--- config.mk ---
export PLATFORM = sky130hd
export DESIGN_NAME = svc_wdt
export DESIGN_NICKNAME = d
export VERILOG_FILES = /design/src/rtl/svc_wdt_pkg.sv /design/src/rtl/wdt_key_seq.sv /design/src/rtl/wdt_cycle_cnt.sv /design/src/rtl/wdt_rst_pulse.sv /design/src/rtl/svc_wdt.sv
export SDC_FILE = /design/constraint.sdc
export NUM_CORES = 1
export LEC_CHECK = 0
export ABC_AREA = 1
export BUFFER_PORTS_ARGS = -buffer_cell sky130_fd_sc_hd__clkbuf_2
export CAP_MARGIN = 40
export CORE_MARGIN = 2
export CORE_UTILIZATION = 60
export DETAILED_ROUTE_END_ITERATION = 6
export PLACE_DENSITY = 0.92
export SLEW_MARGIN = 20
export SYNTH_ARGS = -nofsm -noshare
export SYNTH_HDL_FRONTEND = slang
export SYNTH_SLANG_ARGS = --single-unit
--- constraint.sdc ---
create_clock -name clk_i -period 4.1 [get_ports clk_i]
set_clock_uncertainty 0.05 [all_clocks]
set_input_delay 0.82 -clock clk_i [delete_from_list [all_inputs] [get_ports clk_i]]
set_output_delay 0.82 -clock clk_i [all_outputs]
set_load 0.05 [all_outputs]
--- src/rtl/svc_wdt_pkg.sv ---
package svc_wdt_pkg;

  // Progress through the two-byte service key.
  typedef enum logic [0:0] {
    KEY_WAIT_A = 1'b0,
    KEY_WAIT_B = 1'b1
  } key_state_e;

  localparam logic [7:0] DEF_SVC_ADDR = 8'hA6;
  localparam logic [7:0] DEF_KEY_A    = 8'h1E;
  localparam logic [7:0] DEF_KEY_B    = 8'hE1;

endpackage

--- src/rtl/wdt_key_seq.sv ---
module wdt_key_seq
  import svc_wdt_pkg::*;
#(
  parameter int                ADDR_W   = 8,
  parameter int                DATA_W   = 8,
  parameter logic [ADDR_W-1:0] SVC_ADDR = ADDR_W'(DEF_SVC_ADDR),
  parameter logic [DATA_W-1:0] KEY_A    = DATA_W'(DEF_KEY_A),
  parameter logic [DATA_W-1:0] KEY_B    = DATA_W'(DEF_KEY_B)
) (
  input  logic              clk_i,
  input  logic              rst_ni,
  input  logic              wr_en_i,
  input  logic [ADDR_W-1:0] wr_addr_i,
  input  logic [DATA_W-1:0] wr_data_i,
  input  logic              busy_i,   // reset-out pulse in progress
  input  logic              done_i,   // last clock of the pulse
  output logic              svc_o,    // key pair completed this clock
  output logic              armed_o
);

  key_state_e state_q, state_d;
  logic       armed_q, armed_d;
  logic       hit;
  logic       svc;

  assign hit = wr_en_i && (wr_addr_i == SVC_ADDR);

  // Next-state logic for the key sequence and the armed flag.
  always_comb begin
    state_d = state_q;
    svc     = 1'b0;
    if (hit) begin
      unique case (state_q)
        KEY_WAIT_A: begin
          if (wr_data_i == KEY_A) state_d = KEY_WAIT_B;
        end
        KEY_WAIT_B: begin
          state_d = KEY_WAIT_A;
          if ((wr_data_i == KEY_B) && !busy_i) svc = 1'b1;
        end
        default: state_d = KEY_WAIT_A;
      endcase
    end

    armed_d = armed_q;
    if (done_i)   armed_d = 1'b0;
    else if (svc) armed_d = 1'b1;
  end

  always_ff @(posedge clk_i or negedge rst_ni) begin
    if (!rst_ni) begin
      state_q <= KEY_WAIT_A;
      armed_q <= 1'b0;
    end else begin
      state_q <= state_d;
      armed_q <= armed_d;
    end
  end

  assign svc_o   = svc;
  assign armed_o = armed_q;

endmodule

--- src/rtl/wdt_cycle_cnt.sv ---
module wdt_cycle_cnt #(
  parameter int CNT_W = 14
) (
  input  logic             clk_i,
  input  logic             rst_ni,
  input  logic             tick_i,
  input  logic             armed_i,
  input  logic             busy_i,
  input  logic             idle_i,
  input  logic             idle_hold_i,
  input  logic             pdown_i,
  input  logic             wake_ni,
  input  logic             clr_i,
  output logic [CNT_W-1:0] cnt_o,
  output logic             fire_o,
  output logic             req_o
);

  // Overflow is declared on the strobe that would make the count all-ones.
  localparam logic [CNT_W-1:0] CNT_LAST = {{(CNT_W-1){1'b1}}, 1'b0};

  logic [CNT_W-1:0] cnt_q, cnt_d;
  logic             hold_q, hold_d;
  logic             req_q, req_d;
  logic             run;
  logic             fire;

  // Clock enable of the counter, with every gating term written out.
  assign run  = tick_i && armed_i && !busy_i && !pdown_i && !hold_q
                && !(idle_i && idle_hold_i);
  assign fire = run && !clr_i && (cnt_q == CNT_LAST);

  always_comb begin
    cnt_d = cnt_q;
    if (clr_i) begin
      cnt_d = '0;
    end else if (run) begin
      if (cnt_q == CNT_LAST) cnt_d = '0;
      else                   cnt_d = cnt_q + 1'b1;
    end

    // Wake holdoff: set in power-down, released once the wake line is high.
    if (pdown_i) hold_d = 1'b1;
    else         hold_d = hold_q && !wake_ni;

    req_d = fire;
  end

  always_ff @(posedge clk_i or negedge rst_ni) begin
    if (!rst_ni) begin
      cnt_q  <= '0;
      hold_q <= 1'b0;
      req_q  <= 1'b0;
    end else begin
      cnt_q  <= cnt_d;
      hold_q <= hold_d;
      req_q  <= req_d;
    end
  end

  assign cnt_o  = cnt_q;
  assign fire_o = fire;
  assign req_o  = req_q;

endmodule

--- src/rtl/wdt_rst_pulse.sv ---
module wdt_rst_pulse #(
  parameter int PULSE_LEN = 98
) (
  input  logic clk_i,
  input  logic rst_ni,
  input  logic fire_i,
  input  logic quiet_i,
  output logic active_o,
  output logic drive_o,
  output logic done_o
);

  localparam int            PW     = (PULSE_LEN > 1) ? $clog2(PULSE_LEN) : 1;
  localparam logic [PW-1:0] P_LAST = PW'(PULSE_LEN - 1);

  logic          act_q, act_d;
  logic          drv_q, drv_d;
  logic [PW-1:0] pcnt_q, pcnt_d;
  logic          done;

  assign done = act_q && (pcnt_q == P_LAST);

  // Runs on every oscillator clock, independent of the machine-cycle strobe.
  always_comb begin
    act_d  = act_q;
    drv_d  = drv_q;
    pcnt_d = pcnt_q;
    if (fire_i) begin
      act_d  = 1'b1;
      drv_d  = !quiet_i;
      pcnt_d = '0;
    end else if (act_q) begin
      if (done) begin
        act_d  = 1'b0;
        drv_d  = 1'b0;
        pcnt_d = '0;
      end else begin
        pcnt_d = pcnt_q + 1'b1;
      end
    end
  end

  always_ff @(posedge clk_i or negedge rst_ni) begin
    if (!rst_ni) begin
      act_q  <= 1'b0;
      drv_q  <= 1'b0;
      pcnt_q <= '0;
    end else begin
      act_q  <= act_d;
      drv_q  <= drv_d;
      pcnt_q <= pcnt_d;
    end
  end

  assign active_o = act_q;
  assign drive_o  = drv_q;
  assign done_o   = done;

endmodule

--- src/rtl/svc_wdt.sv ---
module svc_wdt
  import svc_wdt_pkg::*;
#(
  parameter int                ADDR_W    = 8,
  parameter int                DATA_W    = 8,
  parameter int                CNT_W     = 14,
  parameter int                PULSE_LEN = 98,
  parameter logic [ADDR_W-1:0] SVC_ADDR  = ADDR_W'(DEF_SVC_ADDR),
  parameter logic [DATA_W-1:0] KEY_A     = DATA_W'(DEF_KEY_A),
  parameter logic [DATA_W-1:0] KEY_B     = DATA_W'(DEF_KEY_B)
) (
  input  logic              clk_i,
  input  logic              rst_ni,
  input  logic              wr_en_i,
  input  logic [ADDR_W-1:0] wr_addr_i,
  input  logic [DATA_W-1:0] wr_data_i,
  input  logic              mc_tick_i,
  input  logic              idle_i,
  input  logic              pdown_i,
  input  logic              wake_irq_ni,
  input  logic              cfg_idle_hold_i,
  input  logic              cfg_rstout_off_i,
  output logic              rst_req_o,
  output logic              rst_out_o
);

  logic             svc_hit;
  logic             armed;
  logic             pulse_act;
  logic             pulse_done;
  logic             fire;
  logic [CNT_W-1:0] cnt_q;

  wdt_key_seq #(
    .ADDR_W   (ADDR_W),
    .DATA_W   (DATA_W),
    .SVC_ADDR (SVC_ADDR),
    .KEY_A    (KEY_A),
    .KEY_B    (KEY_B)
  ) u_seq (
    .clk_i     (clk_i),
    .rst_ni    (rst_ni),
    .wr_en_i   (wr_en_i),
    .wr_addr_i (wr_addr_i),
    .wr_data_i (wr_data_i),
    .busy_i    (pulse_act),
    .done_i    (pulse_done),
    .svc_o     (svc_hit),
    .armed_o   (armed)
  );

  wdt_cycle_cnt #(
    .CNT_W (CNT_W)
  ) u_cnt (
    .clk_i       (clk_i),
    .rst_ni      (rst_ni),
    .tick_i      (mc_tick_i),
    .armed_i     (armed),
    .busy_i      (pulse_act),
    .idle_i      (idle_i),
    .idle_hold_i (cfg_idle_hold_i),
    .pdown_i     (pdown_i),
    .wake_ni     (wake_irq_ni),
    .clr_i       (svc_hit),
    .cnt_o       (cnt_q),
    .fire_o      (fire),
    .req_o       (rst_req_o)
  );

  wdt_rst_pulse #(
    .PULSE_LEN (PULSE_LEN)
  ) u_pulse (
    .clk_i    (clk_i),
    .rst_ni   (rst_ni),
    .fire_i   (fire),
    .quiet_i  (cfg_rstout_off_i),
    .active_o (pulse_act),
    .drive_o  (rst_out_o),
    .done_o   (pulse_done)
  );

endmodule

# After elaboration in Yosys (flattened, before gate mapping)
# Cells that the tools add are included.
# totals
register_bits	27
latchBits	0
mem_bits_rw	0
n_memories	0
rom_bits	0
inputBits	25
# op_classes
n_shift	0
reduce_logical	24
mul	0
addsub	2
n_bitwise	1
n_mux	20
magnitude_cmp	0
div	0
eq_ne	5
# ops
op	count
14-bit 2-to-1 mux	3
7-bit 2-to-1 mux	3
8-bit equality test (second input constant)	2
14-bit by 1-bit adder with 14-bit output (second input constant)	1
14-bit equality test (second input constant)	1
1-bit 2-to-1 mux	13
1-bit logical AND	12
8-bit by 5-bit equality test with 1-bit output (second input constant)	1
2-bit nonzero test	4
7-bit by 1-bit adder with 7-bit output (second input constant)	1
7-bit equality test (second input constant)	1
1-bit logical NOT	7
1-bit case mux with 2 select lines	1
2-bit AND reduction	1
1-bit NOT	1

# Depth between registers and ports, before layout
# Gate-level depths: netlist (run 1).
# logic_depth
word_depth	10
mapped_depth	10
mapped_depth_nobuf	9

# Cells and area by module
# Synthesis (run 1) repeated with hierarchy kept, for this count alone.
# hier_totals
hier_cells	238
area_unflattened_um2	1752.9
# modules_own_cells
mod	cells_per_inst	instances	area_per_inst_um2	seq_area_each_um2
wdt_cycle_cnt	136	1	1014.7	400.4
wdt_rst_pulse	72	1	543.0	225.2
wdt_key_seq	30	1	195.2	50.0

# Worst setup path before layout (run 1)
# Ideal clock, no wire load.
# synth_timing
kind	input-to-reg
from	in wr_addr_i[2]
to	reg u_cnt.cnt_q[2], in the netlist u_cnt.cnt_o[2]
path_buffers	1
path_stages	8
setup_ns	0.122
setup_slack_ns	2.305
arrival_ns	1.623
path_cell_list	inv_1 -> nor2_1 -> nand3_1 -> nor2_8 -> nand2_2 -> nand3_2 -> buf_6 -> o21ai_2
# synth_via
elab_chain_len	4
elab_cells_between_ends	5
cone_classes	eq/ne (1); mux (2); reduce/logical (2)
# synth_rtl
item	line	rtl
start: declaration	svc_wdt.sv:15	input logic [ADDR_W-1:0] wr_addr_i,
8-bit equality test (*)	wdt_key_seq.sv:26	assign hit = wr_en_i && (wr_addr_i == SVC_ADDR);
1-bit logical AND (*)	wdt_key_seq.sv:26	
1-bit 2-to-1 mux (*)	wdt_key_seq.sv:32	if (hit) begin
14-bit 2-to-1 mux / 2-bit nonzero test (equally long branches)	n/a	
end signal: assignment	wdt_cycle_cnt.sv:55	cnt_q <= cnt_d;
end: declaration	wdt_cycle_cnt.sv:22	logic [CNT_W-1:0] cnt_q, cnt_d;
# Every way passes the cells marked *; elsewhere a longest branch is shown, timed or not.
# A chain may end at the register's enable or synchronous reset.

# Final worst setup path (run 1)
# layout_timing
from	reg u_pulse.drv_q, in the netlist u_pulse.drive_o
to	out rst_out_o
# layout_rtl
item	line	rtl
start: declaration	wdt_rst_pulse.sv:17	logic drv_q, drv_d;
start signal: assignment	wdt_rst_pulse.sv:50	drv_q <= drv_d;
end: declaration	svc_wdt.sv:24	output logic rst_out_o
# No word-level cell between the ends.

==> qor.yml, run 1 <==
timing:
  post-route-period-util_pct: 46.0
  fin_setup_tns_ns: 0
  slew_viol_final: 0
  setup_viol: 0
  rsz0062_at_grt: "false"
  fmax_mhz: 530
  tightest_slew_ns: 0.659
  hold_viol: 0
  min_period_ns: 1.89
  relSlewSlack_pct: 56.1
routing:
  antenna_left: 0
  num_vias: 1419
  top_layer: "met4"
  drc_errors: 0
  first_iter_violations: 37
  wl_um: 3230
  wl_met2_um: 1580
  met1_length_um: 1440
  firstDrtPassIters: 4
  vias_per_cell: 5.29
  wire_per_inst_um: 12.1
  wl_met3_um: 156
run_status:
  status: "finished clean"
clock_network:
  post_cts_buffers: 0
  cts_sinks: 27
  numCtsBuffers: 3
  clk_pin_slew_worst_paths_ns: 0.15
  cts_tree: "yes"
  cts_hold_buf: 0
  ctsResizeCount: 0
  cts.htree.levels: 1
  cts_max_path_buffers: 2
  insertion_delay_ns: 0.34
  cts-root-buf: "clkbuf_4"
worst_setup_path:
  critPathMaxStageDelay_ns: 0.40
  cp_top_family: "flip-flops"
  reg2reg_slack_ns: 2.35
  critPathKind: "reg -> out"
  cp.required_ns: 3.23
  crit_fanout: 2
  crit_slowest_cell: "dfrtp_1"
  crit_path_end_kind: "output port"
  path_cells: "clkbuf_2"
  start_kind: "register"
  worst_ep_arrival_time_ns: 1.02
  critPathBufInv: 1
global_routing:
  overflow: 0
  grt_pass1_vias: 1305
  grt_start_max_net_pins: 28
  grt_pass1_wl_um: 5620
  grt_antenna_before_repair: 0
  grtUsageTotal_pct: 22.4
cells_and_area:
  num-nets-final: 267
  antenna_cells: 0
  final_common_cell: "nand2_1"
  mostFrequentLayoutCells: "nand2_1 (53), dfrtp_1 (27), nand3_1 (26), clkbuf_2 (26), inv_1 (24)"
  fillers: 231
  drive_gt1_share_pct: 23.6
  syn2layout_area_growth_pct: 9.93
yosys:
  netlist_area_um2: 1680
  ys_ff_latch: 27
  yosysSeqAreaShare_pct: 40.3
  synthCells: 210
  yosys_warnings: 0
  yosysUniqueCellTypes: 27
  syn_nets: 239
  synth_area_per_cell_um2: 7.98
floorplanning:
  ios: 27
  core_um2: 2710
  rows: 19
  die_area_um2: 3230
  die_y_um: 56.9
  start_util_pct: 61.9
  die_x_um: 56.9
placed_design:
  dp_hpwl_um: 2480
  io_buffers: 26
  gp_congestion: 0.820
power:
  total_power_uw: 412
  ir_drop_mv: 0.161
  p_per_area_nw_per_um2: 224
  cellLeakagePower_uw: 0.000885
min_path:
  hp-class: "in -> async"
job:
  maxCapViolCount: 0
[registers in the layout (all words and copies together) (netlist names)]
name              count
u_cnt.cnt_o          14
u_cnt.hold_q          1
u_cnt.req_o           1
u_pulse.active_o      1
u_pulse.drive_o       1
u_pulse.pcnt_q        7
u_seq.armed_o         1
u_seq.state_q         1
[per-stage QoR]
stage	setup slack (ns)	utilization (%)	hold slack (ns)	cell area (um^2)	cells
final	2.21	68.0	0.430	1840	268
after global routing	2.17	68.0	0.471	1840	268
after floorplan	2.31	-	0.420	1680	210
after CTS	2.20	68.0	0.457	1840	268
after detailed placement	1.97	67.0	0.456	1820	264
after global placement	2.04	67.0	0.443	1820	264
[worst paths after layout]
check	from	to	depth (start not counted)
worst max-delay path	u_pulse.drive_o	rst_out_o	1
worst min-delay path	rst_ni	u_cnt.cnt_o[4]	1
max in group asynchronous	rst_ni	u_cnt.cnt_o[6]	1
worst max register to register	u_pulse.active_o	u_cnt.cnt_o[8]	5
worst min register to register	u_seq.armed_o	u_seq.armed_o	2
min in group clk_i	u_seq.armed_o	u_seq.armed_o	2
[logic make-up (layout without fill, tap and decap cells)]
logic type / count (synthesis) / after routing / share of synthesized area [%]
AOI/OAI and AO/OA: 19 / 19 / 8.28
xor gates and xnor gates: 14 / 14 / 7.31
adders and majority gates: 4 / 4 / 2.99
buffers and inverters: 28 / 55 / 7.39
DFF: 27 / 27 / 40.3
and+or+nand+nor: 118 / 118 / 33.7
[power by group]
group          internal (uW)  switching [uW]  leakage (uW)
clock                   36.7            83.2     0.0000177
combinational           10.8            13.3      0.000513
sequential               268           0.303      0.000354
[cells in the mapped netlist]
cell / number / area, um^2
nor2_8: 1 / 20.0
a21oi_2: 1 / 8.76
o21bai_1: 1 / 7.51
ha_1: 4 / 50.1
inv_1: 24 / 90.1
o21ai_2: 10 / 87.6
nor3b_1: 1 / 7.51
buf_6: 2 / 22.5
o21ai_0: 6 / 30.0
nand3b_1: 1 / 7.51
nor2_4: 1 / 11.3
o21ai_1: 1 / 5.00
nand3_2: 4 / 40.0
buf_4: 1 / 7.51
nor2_1: 19 / 71.3
dfrtp_1: 27 / 676
nand3_1: 26 / 130
nand4_2: 1 / 12.5
nor2_2: 3 / 18.8
nand4_1: 2 / 12.5
nand2_2: 2 / 12.5
nor3_1: 2 / 10.0
or2_2: 2 / 12.5
xor2_1: 11 / 96.3
nand2_1: 53 / 199
inv_2: 1 / 3.75
xnor2_1: 3 / 26.3
[cell type report]
type                    instances  area (um^2)  share of cell area [%]
multi-input cells             155          877                    47.6
flip-flops and latches         27          676                    36.7
repair buffers                 26          130                    7.06
inverters                      25         93.8                    5.09
well taps                      31         38.8                    2.10
clock buffers                   3         22.5                    1.22
clock inverters                 1         5.00                   0.272
[per-layer routing]
metal	up-vias	track usage (%)
li1	726	-
met1	640	28.0
met2	48	39.2
met3	5	2.76
met4	0	8.97
met5	-	0
(Power assumes the default switching activity.)
==> inputs of run 2 (changes only) <==
--- a/config.mk
+++ b/config.mk
@@ -9,9 +9,9 @@
 export BUFFER_PORTS_ARGS = -buffer_cell sky130_fd_sc_hd__clkbuf_2
 export CAP_MARGIN = 40
 export CORE_MARGIN = 2
-export CORE_UTILIZATION = 60
+export CORE_UTILIZATION = 50
 export DETAILED_ROUTE_END_ITERATION = 6
-export PLACE_DENSITY = 0.92
+export PLACE_DENSITY = 0.83
 export SLEW_MARGIN = 20
 export SYNTH_ARGS = -nofsm -noshare
 export SYNTH_HDL_FRONTEND = slang
==> constraint.sdc (replaced) <==
create_clock -name clk_i -period 1.7 [get_ports clk_i]
set_clock_uncertainty 0.05 [all_clocks]
set_input_delay 0.34 -clock clk_i [delete_from_list [all_inputs] [get_ports clk_i]]
set_output_delay 0.34 -clock clk_i [all_outputs]
set_load 0.05 [all_outputs]
==> qor.yml, run 2 (synthesis results as in run 1) <==
run_status:
  status: "finished clean"
power:
  cellLeakagePower_uw: 0.000897  # +1.4%
  p_per_area_nw_per_um2: 515  # +130%
  p_clk_share_pct: 28.3  # -0.8 points
  p_int_uw: 762  # +140%
  switching_share_pct: 22.6  # -0.86 points
  power_switching_uw: 223  # +130%
  ir_drop_mv: 0.201  # +25%
  combPwrFrac_pct: 6.0  # +0.2 points
  pwr-share-seq_pct: 65.7  # +0.7 points
global_routing:
  grt_pass1_vias: 1251  # -4.1%
  overflow: 0  # unchanged
  grt_antenna_before_repair: 0  # unchanged
  grt_start_max_net_pins: 28  # unchanged
  grt_pass1_wl_um: 5040  # -10%
  grtUsageTotal_pct: 17.3  # -5.1 points
min_path:
  hp-class: "in -> reg"
  min_delay_path_depth: 2
  min-delay-start: "wake_irq_ni"
timing:
  hold_viol: 0  # unchanged
  relSlewSlack_pct: 56.1  # +0.070 points
  post-route-period-util_pct: 93.3
  tightest_slew_ns: 0.658  # -0.00106 ns
  final.setup.worst_slack_ns: 0.114  # -2.10 ns
  setup_viol: 0  # unchanged
  min_period_ns: 1.59
  fmax_mhz: 630
  slew_viol_final: 0  # unchanged
  fin_setup_tns_ns: 0  # unchanged
worst_setup_path:
  critPathKind: "reg -> reg"
  cp_top_family: "simple AND/OR/NAND/NOR gates"
  cp.depth: 8  # +7
  crit_path_end_kind: "register"
  cp.required_ns: 1.88  # -1.35 ns
  rr_worst_depth: 8  # +3
  timing.critical_path.from: "u_cnt.cnt_o[0]"
  crit_fanout: 8  # +6
  worst_ep_arrival_time_ns: 1.76  # +0.74 ns
  start_kind: "register"
  critPathMaxStageDelay_ns: 0.46  # +0.06 ns
  path_cells: "inv_1 > ha_1 > nand3_1 > nor2_1 > nand4_1 > nand3_2 > buf_4 > o21ai_0"
  crit_slowest_cell: "dfrtp_2"
  rr_startpoint: "u_cnt.cnt_o[0]"
  critPathBufInv: 2  # +1
routing:
  drc_errors: 0  # unchanged
  firstDrtPassIters: 4  # unchanged
  num_vias: 1412  # -0.49%
  wl_um: 3050  # -5.6%
  wire_per_inst_um: 10.7  # -12%
  vias_per_cell: 4.94  # -6.8%
  first_iter_violations: 56  # +51%
  antenna_left: 0  # unchanged
cells_and_area:
  num-nets-final: 270  # +1.1%
  final_area_um2: 1910  # +3.8%
  final_common_cell: "nand2_1"
  drive_gt1_share_pct: 25.0  # +1.4 points
  largest_register_ffs: 14  # unchanged
  syn2layout_area_growth_pct: 14.1
  fin_util_pct: 58.2  # -9.8 points
  mostFrequentLayoutCells: "nand2_1 (53), nand3_1 (26), clkbuf_2 (26), dfrtp_1 (26), inv_1 (24)"
  antenna_cells: 0  # unchanged
floorplanning:
  core_um2: 3280  # +21%
  die_x_um: 61.9  # +8.9%
  die_y_um: 61.9  # +8.9%
  rows: 21  # +2
  ios: 27  # unchanged
  die_area_um2: 3830  # +19%
  start_util_pct: 51.0  # -11 points
clock_network:
  cts.htree.levels: 1  # unchanged
  insertion_delay_ns: 0.33  # about the same
  clk_pin_slew_worst_paths_ns: 0.14  # about the same
  cts_max_path_buffers: 2  # unchanged
  cts_sinks: 27  # unchanged
  cts_tree: "yes"
  cts-root-buf: "clkbuf_4"
  post_cts_buffers: 0  # unchanged
  numCtsBuffers: 3  # unchanged
placed_design:
  dp_hpwl_um: 2370  # -4.3%
  dpl-instance-area_um2: 1850  # +1.9%
  preCtsSetupSlack_ns: 0.0699  # -1.90 ns
  gp_congestion: 0.794  # -3.1%
  io_buffers: 26  # unchanged
job:
  maxCapViolCount: 0  # unchanged
run 2: final timing paths:
check / slack [ns] / endpoint
max: 0.11 / u_cnt.cnt_o[6]
min: 0.13 / u_cnt.hold_q
min reg2reg: 0.46 / u_cnt.cnt_o[0]
max in group asynchronous: 0.64 / u_cnt.cnt_o[0]
max reg2reg: 0.11 / u_cnt.cnt_o[6]
min in group asynchronous: 0.50 / u_pulse.pcnt_q[6]
run 2: cell type report:
cell class / instances / area (um^2)
inverters: 25 / 96.3
clock inverters: 1 / 5.00
flip-flops and latches: 27 / 677
repair buffers: 29 / 155
well taps: 46 / 57.6
multi-input cells: 155 / 900
clock buffers: 3 / 22.5
fillers: 302 / 1370
run 2: through the flow:
stage | instances | hold slack [ns] | power [uW]
floorplan | 210 | -0.00559 | 675
global placement | 281 | 0.350 | 717
detailed placement | 281 | 0.349 | 718
CTS | 286 | 0.136 | 994
global route | 286 | 0.143 | 1020
finish | 286 | 0.131 | 985
run 2: metal layers:
metal  GRT usage, %  vias to the layer above  wire length, um
li1               -                      731                -
met1           22.9                      640             1430
met2           29.8                       36             1440
met3           1.45                        5              128
met4           6.08                        0               50
met5              0                        -                0
run 2: repair_timing:
action,in CTS,in global routing
resized for setup,0,6
endpoints found under the setup margin,0,22
hold endpoints to repair,27,0
hold buffers,1,0
run 2: power groups by stage:
| stage | clock (uW) | combinational (uW) | sequential (uW) |
|---|---|---|---|
| global route | 305 | 69.7 | 647 |
| detailed placement | 0 | 59.0 | 659 |
| finish | 279 | 59.3 | 647 |
| CTS | 286 | 60.9 | 647 |
| global placement | 0 | 58.4 | 659 |
| floorplan | 0 | 15.9 | 659 |
==> inputs of run 3 (changes only) <==
--- a/config.mk
+++ b/config.mk
@@ -11,8 +11,7 @@
 export CORE_MARGIN = 2
 export CORE_UTILIZATION = 50
 export DETAILED_ROUTE_END_ITERATION = 6
-export PLACE_DENSITY = 0.83
-export SLEW_MARGIN = 20
+export PLACE_DENSITY = 0.81
 export SYNTH_ARGS = -nofsm -noshare
 export SYNTH_HDL_FRONTEND = slang
 export SYNTH_SLANG_ARGS = --single-unit
==> qor.yml, run 3 (synthesis results as in run 1) <==
clock_network:
  cts-root-buf: "clkbuf_4"
  cts_sinks: 27  # unchanged
  cts_max_path_buffers: 2  # unchanged
  insertion_delay_ns: 0.34  # about the same
  numCtsBuffers: 3  # unchanged
  clk_pin_slew_worst_paths_ns: 0.15  # about the same
  cts_tree: "yes"
  cts.htree.levels: 1  # unchanged
floorplanning:
  ios: 27  # unchanged
  core_um2: 3280  # unchanged
  die_y_um: 61.9  # unchanged
  die_x_um: 61.9  # unchanged
  die_area_um2: 3830  # unchanged
  start_util_pct: 51.0  # unchanged
  rows: 21  # unchanged
power:
  p_int_uw: 762  # about the same
  ir_drop_mv: 0.294  # +46%
  p_clk_share_pct: 29.2  # +0.9 points
  total_power_uw: 999  # +1.5%
  switching_share_pct: 23.7  # +1.1 points
  cellLeakagePower_uw: 0.000910  # +1.4%
  power_switching_uw: 237  # +6.4%
  combPwrFrac_pct: 6.0  # about the same
  p_per_area_nw_per_um2: 522  # +1.4%
  pwr-share-seq_pct: 64.7  # -1.0 points
global_routing:
  grt_start_max_net_pins: 28  # unchanged
  overflow: 0  # unchanged
  grt_pass1_wl_um: 5180  # +2.9%
  grt_pass1_vias: 1249  # -0.16%
  grt_antenna_before_repair: 0  # unchanged
  grtUsageTotal_pct: 18.0  # +0.64 points
job:
  maxCapViolCount: 0  # unchanged
cells_and_area:
  mostFrequentLayoutCells: "nand2_1 (53), nand3_1 (26), clkbuf_2 (26), dfrtp_1 (26), inv_1 (24)"
  antenna_cells: 0  # unchanged
  num-nets-final: 272  # +0.74%
  largest_register_ffs: 14  # unchanged
  final_common_cell: "nand2_1"
  drive_gt1_share_pct: 25.2  # +0.21 points
  syn2layout_area_growth_pct: 14.2  # about the same
timing:
  tightest_slew_ns: 0.657  # -0.00151 ns
  hold_viol: 0  # unchanged
  min_period_ns: 1.54  # -0.0430 ns
  rsz0062_at_grt: "false"
  fin_setup_tns_ns: 0  # unchanged
  setup_viol: 0  # unchanged
  final.setup.worst_slack_ns: 0.157  # +0.0430 ns
  fmax_mhz: 648  # +2.8%
  post-route-period-util_pct: 90.8  # -2.5 points
  slew_viol_final: 0  # unchanged
  relSlewSlack_pct: 56.2  # +0.10 points
routing:
  wl_met3_um: 110  # -14%
  first_iter_violations: 47  # -16%
  wl_met2_um: 1440  # -0.49%
  drc_errors: 0  # unchanged
  wire_per_inst_um: 11.1  # +4.1%
  num_vias: 1398  # -0.99%
  top_layer: "met4"
  antenna_left: 0  # unchanged
  met1_length_um: 1590  # +11%
  firstDrtPassIters: 4  # unchanged
  vias_per_cell: 4.85  # -1.7%
  wl_um: 3200  # +4.8%
placed_design:
  gp_congestion: 0.807  # +1.6%
  preCtsSetupSlack_ns: 0.0771  # +0.00715 ns
  dp_hpwl_um: 2400  # +1.2%
  io_buffers: 26  # unchanged
worst_setup_path:
  crit_fanout: 14  # +6
  cp.required_ns: 1.93  # +0.05 ns
  crit_path_end_kind: "register"
  worst_ep_arrival_time_ns: 1.78  # +0.02 ns
  critPathKind: "reg -> reg"
  start_kind: "register"
run_status:
  status: "finished clean"
min_path:
  hp-class: "in -> reg"
[run 3: cell count changes in the layout (fill, tap and decap cells not counted), sizes merged]
cell	delta
buf	+2
[run 3: layout make-up]
type                       count  area, um^2
timing repair buffer          31         174
tap                           46        57.6
multi-input combinational    155         885
inverter                      25        93.8
fill                         301        1370
sequential                    27         677
clock buffer                   3        22.5
clock inverter                 1        5.00
[run 3: final timing paths]
path	from	slack (ns)	cells past startpoint	end
min reg2reg	u_cnt.hold_q	0.50	2	u_cnt.hold_q
max	u_pulse.active_o	0.16	6	u_cnt.cnt_o[1]
min	wake_irq_ni	0.13	2	u_cnt.hold_q
min in group asynchronous	rst_ni	0.49	2	u_pulse.pcnt_q[0]
max in group asynchronous	rst_ni	0.66	2	u_cnt.cnt_o[0]
max reg2reg	u_pulse.active_o	0.16	6	u_cnt.cnt_o[1]
[run 3: critical path, stage by stage (launching register included)]
cell,delay (ns)
dfrtp_1,0.46
inv_2,0.09
nand3_1,0.12
nor2_4,0.08
a21oi_2,0.47
nand2_1,0.14
o21ai_2,0.08
[run 3: through the flow]
stage	hold WS [ns]	utilization [%]	instance area [um^2]	std cells
after floorplan	-0.00559	-	1680	210
after global placement	0.345	56.3	1850	281
after detailed placement	0.353	56.3	1850	281
after CTS	0.138	57.4	1890	286
after global routing	0.162	58.3	1910	288
final	0.127	58.3	1910	288
[run 3: power by group through the flow]
stage | registers [uW] | clock network (uW) | logic (uW)
3_5_place_dp | 659 | 0 | 60.4
6_report | 647 | 292 | 60.4
2_1_floorplan | 659 | 0 | 15.9
4_1_cts | 647 | 296 | 62.5
5_1_grt | 648 | 315 | 70.8
3_3_place_gp | 659 | 0 | 58.4
[run 3: layer usage]
metal | global-route usage [%] | vias up
met5 | 0 | -
met4 | 7.29 | 0
met3 | 1.45 | 5
met2 | 30.2 | 36
met1 | 24.0 | 626
li1 | - | 731
[run 3: what timing repair did]
action                                  4_1_cts  5_1_grt
buffers inserted                              0        2
hold buffers                                  1        0
gates resized for setup                       0        3
endpoints found under the setup margin        0       22
endpoints found under the hold margin        27        0
